[src/rtl/ldpair_pkg.sv]
// Package: shared encodings for the paired doubleword load sequencer.
// Assumes a 32-bit instruction word with fixed field positions.
package ldpair_pkg;
    localparam int REG_IDX_W = 5;
    localparam int OFF_W     = 12;
    localparam logic [5:0] MAJOR_OP = 6'b001000;
    localparam logic [3:0] MINOR_OP = 4'b0100;

    typedef enum logic [2:0] {
        CAUSE_NONE = 3'd0,
        CAUSE_RSVD = 3'd1,
        CAUSE_ADDR = 3'd2,
        CAUSE_BUS  = 3'd3,
        CAUSE_OPND = 3'd4
    } cause_e;

    typedef enum logic [1:0] {
        ST_IDLE,
        ST_LOAD0,
        ST_LOAD1,
        ST_DONE
    } state_e;

    typedef struct packed {
        logic                 hit;
        logic [REG_IDX_W-1:0] rd;
        logic [REG_IDX_W-1:0] base;
        logic [OFF_W-1:0]     offset;
        logic                 opnd_bad;
    } ldp_fields_t;
endpackage

[src/rtl/ldpair_decode.sv]
// Module: ldpair_decode
// Splits the instruction word into fields and flags opcode hit and illegal operands.
// Assumes the field layout fixed in ldpair_pkg; purely combinational.
module ldpair_decode
    import ldpair_pkg::*;
(
    input  logic [31:0]  instr_word,
    output ldp_fields_t  fields
);
    // Field extraction, opcode match and operand legality.
    always_comb begin
        fields.hit      = (instr_word[31:26] == MAJOR_OP) && (instr_word[15:12] == MINOR_OP);
        fields.rd       = instr_word[25:21];
        fields.base     = instr_word[20:16];
        fields.offset   = instr_word[11:0];
        fields.opnd_bad = (instr_word[25:21] == '1) || (instr_word[25:21] == instr_word[20:16]);
    end
endmodule

[src/rtl/ldpair_agen.sv]
// Module: ldpair_agen
// Forms the effective address from a base value and a signed offset, and
// reports misalignment when strict alignment is requested.
// Assumes ALIGN_BITS low address bits must be zero for a naturally aligned access.
module ldpair_agen #(
    parameter int DATA_W     = 64,
    parameter int OFF_W      = 12,
    parameter int ALIGN_BITS = 3
) (
    input  logic [DATA_W-1:0] base_val,
    input  logic [OFF_W-1:0]  offset,
    input  logic              strict_align,
    output logic [DATA_W-1:0] ea,
    output logic              misaligned
);
    localparam int EXT_W = DATA_W - OFF_W;

    // Sign-extend the offset and add it to the base.
    always_comb begin
        ea         = base_val + {{EXT_W{offset[OFF_W-1]}}, offset};
        misaligned = strict_align && (|ea[ALIGN_BITS-1:0]);
    end
endmodule

[src/rtl/ldpair_fsm.sv]
// Module: ldpair_fsm
// Sequences the two reads, issues write-backs and raises exceptions.
// Assumes decode and address inputs are valid in the acceptance cycle only;
// everything needed later is captured on acceptance.
module ldpair_fsm
    import ldpair_pkg::*;
#(
    parameter int DATA_W = 64
) (
    input  logic                 clk,
    input  logic                 rst_n,
    input  logic                 instr_valid,
    input  ldp_fields_t          fields,
    input  logic                 en64,
    input  logic [DATA_W-1:0]    ea,
    input  logic                 misaligned,
    output logic                 mem_req,
    output logic [DATA_W-1:0]    mem_addr,
    input  logic                 mem_ack,
    input  logic                 mem_err,
    input  logic [DATA_W-1:0]    mem_rdata,
    output logic                 rf_we,
    output logic [REG_IDX_W-1:0] rf_waddr,
    output logic [DATA_W-1:0]    rf_wdata,
    output logic                 exc_valid,
    output cause_e               exc_cause,
    output logic                 busy
);
    localparam logic [DATA_W-1:0] STEP = DATA_W'(DATA_W / 8);

    state_e               state;
    logic [DATA_W-1:0]    ea_q;
    logic [REG_IDX_W-1:0] rd_q;

    // Request outputs: address follows the active read.
    always_comb begin
        mem_req  = (state == ST_LOAD0) || (state == ST_LOAD1);
        mem_addr = (state == ST_LOAD1) ? ea_q + STEP : ea_q;
        busy     = (state != ST_IDLE);
    end

    // State, capture registers, write-back and exception pulses.
    always_ff @(posedge clk) begin
        if (!rst_n) begin
            state     <= ST_IDLE;
            ea_q      <= '0;
            rd_q      <= '0;
            rf_we     <= 1'b0;
            rf_waddr  <= '0;
            rf_wdata  <= '0;
            exc_valid <= 1'b0;
            exc_cause <= CAUSE_NONE;
        end else begin
            rf_we     <= 1'b0;
            exc_valid <= 1'b0;
            exc_cause <= CAUSE_NONE;
            case (state)
                ST_IDLE: begin
                    if (instr_valid && fields.hit) begin
                        if (!en64) begin
                            exc_valid <= 1'b1;
                            exc_cause <= CAUSE_RSVD;
                        end else if (fields.opnd_bad) begin
                            exc_valid <= 1'b1;
                            exc_cause <= CAUSE_OPND;
                        end else if (misaligned) begin
                            exc_valid <= 1'b1;
                            exc_cause <= CAUSE_ADDR;
                        end else begin
                            ea_q  <= ea;
                            rd_q  <= fields.rd;
                            state <= ST_LOAD0;
                        end
                    end
                end
                ST_LOAD0, ST_LOAD1: begin
                    if (mem_ack) begin
                        if (mem_err) begin
                            exc_valid <= 1'b1;
                            exc_cause <= CAUSE_BUS;
                            state     <= ST_IDLE;
                        end else begin
                            rf_we    <= 1'b1;
                            rf_wdata <= mem_rdata;
                            if (state == ST_LOAD0) begin
                                rf_waddr <= rd_q;
                                state    <= ST_LOAD1;
                            end else begin
                                rf_waddr <= rd_q + 1'b1;
                                state    <= ST_DONE;
                            end
                        end
                    end
                end
                default: state <= ST_IDLE;
            endcase
        end
    end
endmodule

[src/rtl/ldpair_seq.sv]
// Module: ldpair_seq (top)
// Paired doubleword load sequencer: decode, address generation and read sequencing.
// Assumes base_data answers base_idx combinationally in the same cycle.
module ldpair_seq
    import ldpair_pkg::*;
#(
    parameter int DATA_W     = 64,
    parameter int ALIGN_BITS = 3
) (
    input  logic                 clk,
    input  logic                 rst_n,
    input  logic                 instr_valid,
    input  logic [31:0]          instr_word,
    input  logic                 en64,
    input  logic                 strict_align,
    output logic [REG_IDX_W-1:0] base_idx,
    input  logic [DATA_W-1:0]    base_data,
    output logic                 mem_req,
    output logic [DATA_W-1:0]    mem_addr,
    input  logic                 mem_ack,
    input  logic                 mem_err,
    input  logic [DATA_W-1:0]    mem_rdata,
    output logic                 rf_we,
    output logic [REG_IDX_W-1:0] rf_waddr,
    output logic [DATA_W-1:0]    rf_wdata,
    output logic                 exc_valid,
    output logic [2:0]           exc_cause,
    output logic                 busy
);
    ldp_fields_t       fields;
    logic [DATA_W-1:0] ea;
    logic              misaligned;
    cause_e            cause;

    ldpair_decode u_dec (
        .instr_word (instr_word),
        .fields     (fields)
    );

    ldpair_agen #(.DATA_W(DATA_W), .OFF_W(OFF_W), .ALIGN_BITS(ALIGN_BITS)) u_agen (
        .base_val     (base_data),
        .offset       (fields.offset),
        .strict_align (strict_align),
        .ea           (ea),
        .misaligned   (misaligned)
    );

    ldpair_fsm #(.DATA_W(DATA_W)) u_fsm (
        .clk         (clk),
        .rst_n       (rst_n),
        .instr_valid (instr_valid),
        .fields      (fields),
        .en64        (en64),
        .ea          (ea),
        .misaligned  (misaligned),
        .mem_req     (mem_req),
        .mem_addr    (mem_addr),
        .mem_ack     (mem_ack),
        .mem_err     (mem_err),
        .mem_rdata   (mem_rdata),
        .rf_we       (rf_we),
        .rf_waddr    (rf_waddr),
        .rf_wdata    (rf_wdata),
        .exc_valid   (exc_valid),
        .exc_cause   (cause),
        .busy        (busy)
    );

    // Drive the base register index and the cause code out of the block.
    always_comb begin
        base_idx  = fields.base;
        exc_cause = cause;
    end
endmodule

[config.mk]
export PLATFORM = sky130hd
export DESIGN_NAME = ldpair_seq
export DESIGN_NICKNAME = d
export VERILOG_FILES = /design/src/rtl/ldpair_pkg.sv /design/src/rtl/ldpair_decode.sv /design/src/rtl/ldpair_agen.sv /design/src/rtl/ldpair_fsm.sv /design/src/rtl/ldpair_seq.sv
export SDC_FILE = /design/constraint.sdc
export NUM_CORES = 1
export LEC_CHECK = 0
export BUFFER_PORTS_ARGS = -buffer_cell sky130_fd_sc_hd__buf_2
export CAP_MARGIN = 5
export CORE_UTILIZATION = 48
export CTS_CLUSTER_SIZE = 40
export DETAILED_ROUTE_END_ITERATION = 10
export GPL_ROUTABILITY_DRIVEN = 0
export PLACE_DENSITY = 0.78
export SYNTH_ARGS = -nofsm -noshare
export SYNTH_HDL_FRONTEND = slang
export SYNTH_SLANG_ARGS = --single-unit
[constraint.sdc]
create_clock -name clk -period 3.7 [get_ports clk]
set_input_delay 0.74 -clock clk [delete_from_list [all_inputs] [get_ports clk]]
set_output_delay 0.74 -clock clk [all_outputs]
set_load 0.02 [all_outputs]
**Word level (Yosys, flattened, before mapping)**

Cells that the tools add are included.

- Muxes and demuxes: 25
- Eq/ne operators: 11
- Add/subtract/negate cells: 3
- Reductions and logical operators: 13
- Bitwise logic cells: 3

Operator list:

| kind | count |
|---|---|
| $add A64 B4 Y64 const B | 1 |
| $add A64 B64 Y64 | 1 |
| $mux W64 | 1 |
| $mux W2 | 8 |
| $mux W3 | 4 |
| $reduce_and A5 Y1 | 2 |
| $mux W1 | 8 |
| $ne A2 B2 Y1 const B | 4 |
| $eq A6 B4 Y1 const B | 1 |
| $pmux W3 S2 | 1 |
| $reduce_and A3 Y1 | 2 |
| $add A5 B1 Y5 const B | 1 |
| $eq A5 B5 Y1 | 1 |
| $eq A5 B5 Y1 const B | 1 |
| $mux W5 | 1 |
| $eq A4 B3 Y1 const B | 1 |
| $pmux W2 S2 | 1 |
| $logic_and A1 B1 Y1 | 3 |
| $not A1 Y1 | 3 |
| $reduce_or A3 Y1 | 1 |
| $eq A2 B1 Y1 const B | 1 |
| $eq A2 B2 Y1 const B | 1 |
| $logic_not A2 Y1 | 1 |
| $logic_or A1 B1 Y1 | 2 |
| 4 further kinds | 4 |

- Flip-flop bits (word level): 145
- Bits of input ports: 167
- Logic and storage cells: 63

**Depth between registers and ports, before layout**

- Depth in word-level cells: 8
- Depth in mapped cells: 13

**Modules after synthesis**

Synthesis repeated with hierarchy kept, for this count alone.

- Cell total of the unflattened synthesis: 1442
- Area, all modules: 10896.7 um2

By module, submodules not included:

| module | cells each | area each (um2) | seq. area each (um2) | instances |
|---|---|---|---|---|
| ldpair_fsm | 833 | 6705.2 | 2902.8 | 1 |
| ldpair_agen | 575 | 3933.8 | 0.0 | 1 |
| ldpair_decode | 34 | 257.7 | 0.0 | 1 |

**Worst setup path before layout**

No wires, ideal clock.

- Kind: input-to-reg
- From: input instr_word[0]
- To: register u_fsm.ea_q[56]
- Slack: 0.198 ns
- Arrival time: 3.423 ns
- Cell stages on the path: 13
- Setup time: 0.079 ns
- Buffers on the path: 0
- Data required time: 3.621 ns
- Cell sequence: ha_1 inv_1 fa_1 nand2b_1 a21oi_1 a211o_2 a221oi_4 o311ai_4 nand2_4 o41ai_4 a31oi_2 or4_1 o211ai_1

- Longest elaborated chain between the ends: 5

Ends and longest elaborated chain:

| item | line | source |
|---|---|---|
| start, declared | ldpair_seq.sv:13 | `input logic [31:0] instr_word,` |
| $add A64 B64 Y64 * | ldpair_agen.sv:20 | `ea = base_val + {{EXT_W{offset[OFF_W-1]}}, offset};` |
| $reduce_or A3 Y1 | ldpair_agen.sv:21 | `misaligned = strict_align && (\|ea[ALIGN_BITS-1:0]);` |
| $logic_and A1 B1 Y1 | ldpair_agen.sv:21 |  |
| $not A1 Y1 (no line) | -- |  |
| $reduce_and A5 Y1 (no line) | -- |  |
| end signal, assigned | ldpair_fsm.sv:46 | `ea_q <= '0;` |
| end signal, assigned | ldpair_fsm.sv:70 | `ea_q <= ea;` |
| end, declared | ldpair_fsm.sv:32 | `logic [DATA_W-1:0] ea_q;` |

Every way passes the cells marked *; elsewhere a longest branch is shown, timed or not.
A chain may end at the register's enable or synchronous reset.

**Worst setup path after layout**

- From: register u_fsm.ea_q[11]
- To: output mem_addr[58]

- Longest elaborated chain between the ends: 2

Ends and longest elaborated chain:

| item | line | source |
|---|---|---|
| $add A64 B4 Y64 | ldpair_fsm.sv:38 | `mem_addr = (state == ST_LOAD1) ? ea_q + STEP : ea_q;` |
| $mux W64 | ldpair_fsm.sv:38 |  |
| end, declared | ldpair_seq.sv:19 | `output logic [DATA_W-1:0] mem_addr,` |

Every way passes these cells.

==> out/results.ini <==
[outcome]
outcome=finished with violations
violations=setup timing

[routing]
wl_met3_mm=2.444
ant_nets=0
drt-initial-drc-count=782
drc_errors=0
vias_per_cell=5.601
first_pass_iters=6
totalWireLength_mm=33.75
m1WireLength_mm=13.61
wl_met2_mm=15.98
dr.max_layer_used=met4
vias=11340
wl_per_cell_um=16.67

[place]
dp.final_hpwl_mm=25.49
io_buffers=311
dpl_worst_slack_ns=0.02888
placed_cells=1982

[clock_network]
cts_buffers=17
clockBufferDepth=2
cts.root.buffer_cell=clkbuf_16
htreeDepth=4
path_clk_slew_ns=0.07
insertion_delay_ns=0.44
cts-hold-fix-buffers=0
cts_tree=built
cts_sinks=145

[die]
initial_utilization=0.4900
die_w_um=148.7
die_h_um=148.7
die_area_sq_um=22120
pin_count=312
rows=53
coreArea_sq_um=21090

[layout]
final_cell_mix=nand2_1 (301), buf_2 (290), a21oi_1 (195), dfxtp_1 (137), buf_4 (118)
fin_nets=1971
drive_gt1_frac=0.2914
instances_no_fill=2024
mostFrequentLayoutCell=nand2_1
fin_util=0.6374
area.growth.synth_to_final_pct=30.08

[synth]
synth-edff-count=0
synthCells=1393
synth_compound_area_frac=0.2214
synth_ff_type=dfxtp_1
synth_area_sq_um=10330
seq_area_frac_synth=0.2809
synth_top_family_by_area=simple AND/OR/NAND/NOR gates
synth-warning-count=0
synth_cell_types=77
synthAdderAreaFrac=0.08549
synthXorXnorAreaFrac=0.1000
synthMuxAreaShare=0.008840
syn_nets=1630
avgSynthCellArea_sq_um=7.417
ys_async_sr_fraction=0
synthSimpleGateAreaFrac=0.2508
ys_seq_elements=145

[setup_path]
startpoint_type=flip-flop
arrival_ns=3.13
critPathMaxFanout=6
r2r_start=u_fsm.state[0]$_SDFFE_PN0P_
crit_start=u_fsm.ea_q[11]$_SDFFE_PN0P_
required_ns=2.96
end_kind=primary output
path_class=reg -> out
rr_worst_depth=7

[worst_hold_path]
min_from=u_fsm.rf_wdata[5]$_SDFFE_PN0P_
hold_class=reg -> reg
min_delay_path_depth=2

[global_routing]
antenna_found_initial=2
grt_max_degree=58
gr-usage-all-layers=0.2942
grt_pass1_vias=10470
grt.overflow.total=0
grt_pass1_wl_mm=51.48

[timing]
fmax_ghz=0.2584
timing.final.ws_setup_ns=-0.1697
period_minus_slack_ns=3.870
slew-limit-headroom=0.4472
worst_pin_slew_ns=0.8293
hold_violations=0
clock_skew_ns=0.01008
grt_setup_unrepaired=yes
slew_violations=0
whs_ns=0.4498
fin_crit_sh=1.046
setup_viol=10

[power_and_ir_drop]
peakVddDrop_mv=0.2899
leakage_nw=6.056
powerDensity_nw_per_um2=321.2

[flow_run]
drv_cap=0

-- Yosys cell counts (3+ instances only) --
library cell	n	area [sq um]
nand3_1	54	270.3
a21boi_0	4	30.03
dfxtp_1	145	2903
and3_1	27	168.9
o211ai_1	9	67.56
xor2_1	41	359.1
buf_1	6	22.52
nor3_1	17	85.08
a41oi_1	3	26.28
and2_1	9	56.30
o21ai_1	5	25.02
a31oi_1	12	75.07
ha_1	69	863.3
or3_1	4	25.02
xnor2_1	77	674.4
buf_4	11	82.58
nor2b_1	6	37.54
clkbuf_8	6	82.58
nand4_1	32	200.2
o21bai_1	17	127.6
nand2_1	301	1130
inv_1	23	86.33
clkbuf_1	66	247.7
a21o_1	29	217.7
and4_1	8	70.07
nand4b_1	3	26.28
o31ai_1	7	52.55
mux2i_1	8	80.08
o21a_1	3	22.52
a211oi_1	13	97.59
nor4_1	5	31.28
o21ai_0	35	175.2
nor2_1	78	292.8
or2_2	6	37.54
o221ai_1	3	26.28
nand2b_1	6	37.54
a21oi_1	195	975.9
or4_1	3	22.52
-- layout make-up --
type / count / area, sq um
timing repair buffer: 414 / 2431
antenna: 2 / 5.005
sequential: 145 / 2913
tap: 275 / 344.1
inverter: 23 / 88.84
fill: 1862 / 7647
clock buffer: 17 / 425.4
clock inverter: 15 / 187.7
multi-input combinational: 1133 / 7046
-- repair_timing --
item | 4_1_cts | 5_1_grt
endpoints found under the setup margin | 22 | 19
buffers inserted | 4 | 4
resized for setup | 26 | 34
pin swaps | 6 | 12
-- worst max-delay path, cell delays in order (launching register included) --
cell,delay [ns]
dfxtp_2,0.33
and4_4,0.24
and3_4,0.21
nand3_4,0.09
nor3_4,0.27
nand4_1,0.25
or2_4,0.32
nor2_4,0.09
buf_6,0.13
nand4_4,0.17
nor2_2,0.17
xor2_1,0.23
buf_4,0.18
-- metal layers --
layer,global-route usage,up-vias
li1,-,5570
met1,0.3463,5178
met2,0.4932,482
met3,0.06779,107
met4,0.1608,0
met5,0,-
-- through the flow --
step / TNS (ns) / area (sq um) / power (W)
after detailed placement: 0 / 12540 / 0.002552
after floorplan: 0 / 10330 / 0.002211
final: -0.7616 / 13440 / 0.004318
after CTS: 0 / 13270 / 0.004332
after global routing: -2.419 / 13440 / 0.004495
after global placement: 0 / 12540 / 0.002539
-- worst paths after layout --
kind / endpoint / slack [ns]
worst max-delay path: mem_addr[58] / -0.17
worst min-delay path: u_fsm.rf_wdata[5]$_SDFFE_PN0P_ / 0.45
worst max register to register: u_fsm.rf_wdata[59]$_SDFFE_PN0P_ / 1.30
worst min register to register: u_fsm.rf_wdata[5]$_SDFFE_PN0P_ / 0.45
-- where the power goes --
group | total [W] | internal, W | leakage (nW) | switching [W]
Combinational | 0.000982 | 0.000426 | 4.59 | 0.000556
Sequential | 0.00156 | 0.00156 | 1.17 | 0.000000914
Clock | 0.00177 | 0.000918 | 0.294 | 0.000856
-- sequential cells by signal, indices dropped and copies added, names as in the netlist --
| name | flops |
|---|---|
| u_fsm.exc_valid | 1 |
| u_fsm.rf_we | 1 |
| u_fsm.exc_cause | 3 |
| u_fsm.rd_q | 5 |
| u_fsm.ea_q | 64 |
| u_fsm.rf_waddr | 5 |
| u_fsm.rf_wdata | 64 |
| u_fsm.state | 2 |
-- cell families (layout without fill, tap and decap cells) --
group / count (synthesis) / after routing
AND/OR/NAND/NOR: 570 / 570
AO/OA/AOI/OAI: 366 / 366
flip-flops: 145 / 145
XOR/XNOR: 118 / 118
buffers and inverters: 115 / 469
adder cells (fa/ha/maj): 70 / 70
multiplexers: 9 / 9
other: 0 / 2
Note: power is estimated with default switching activity, not from simulation.
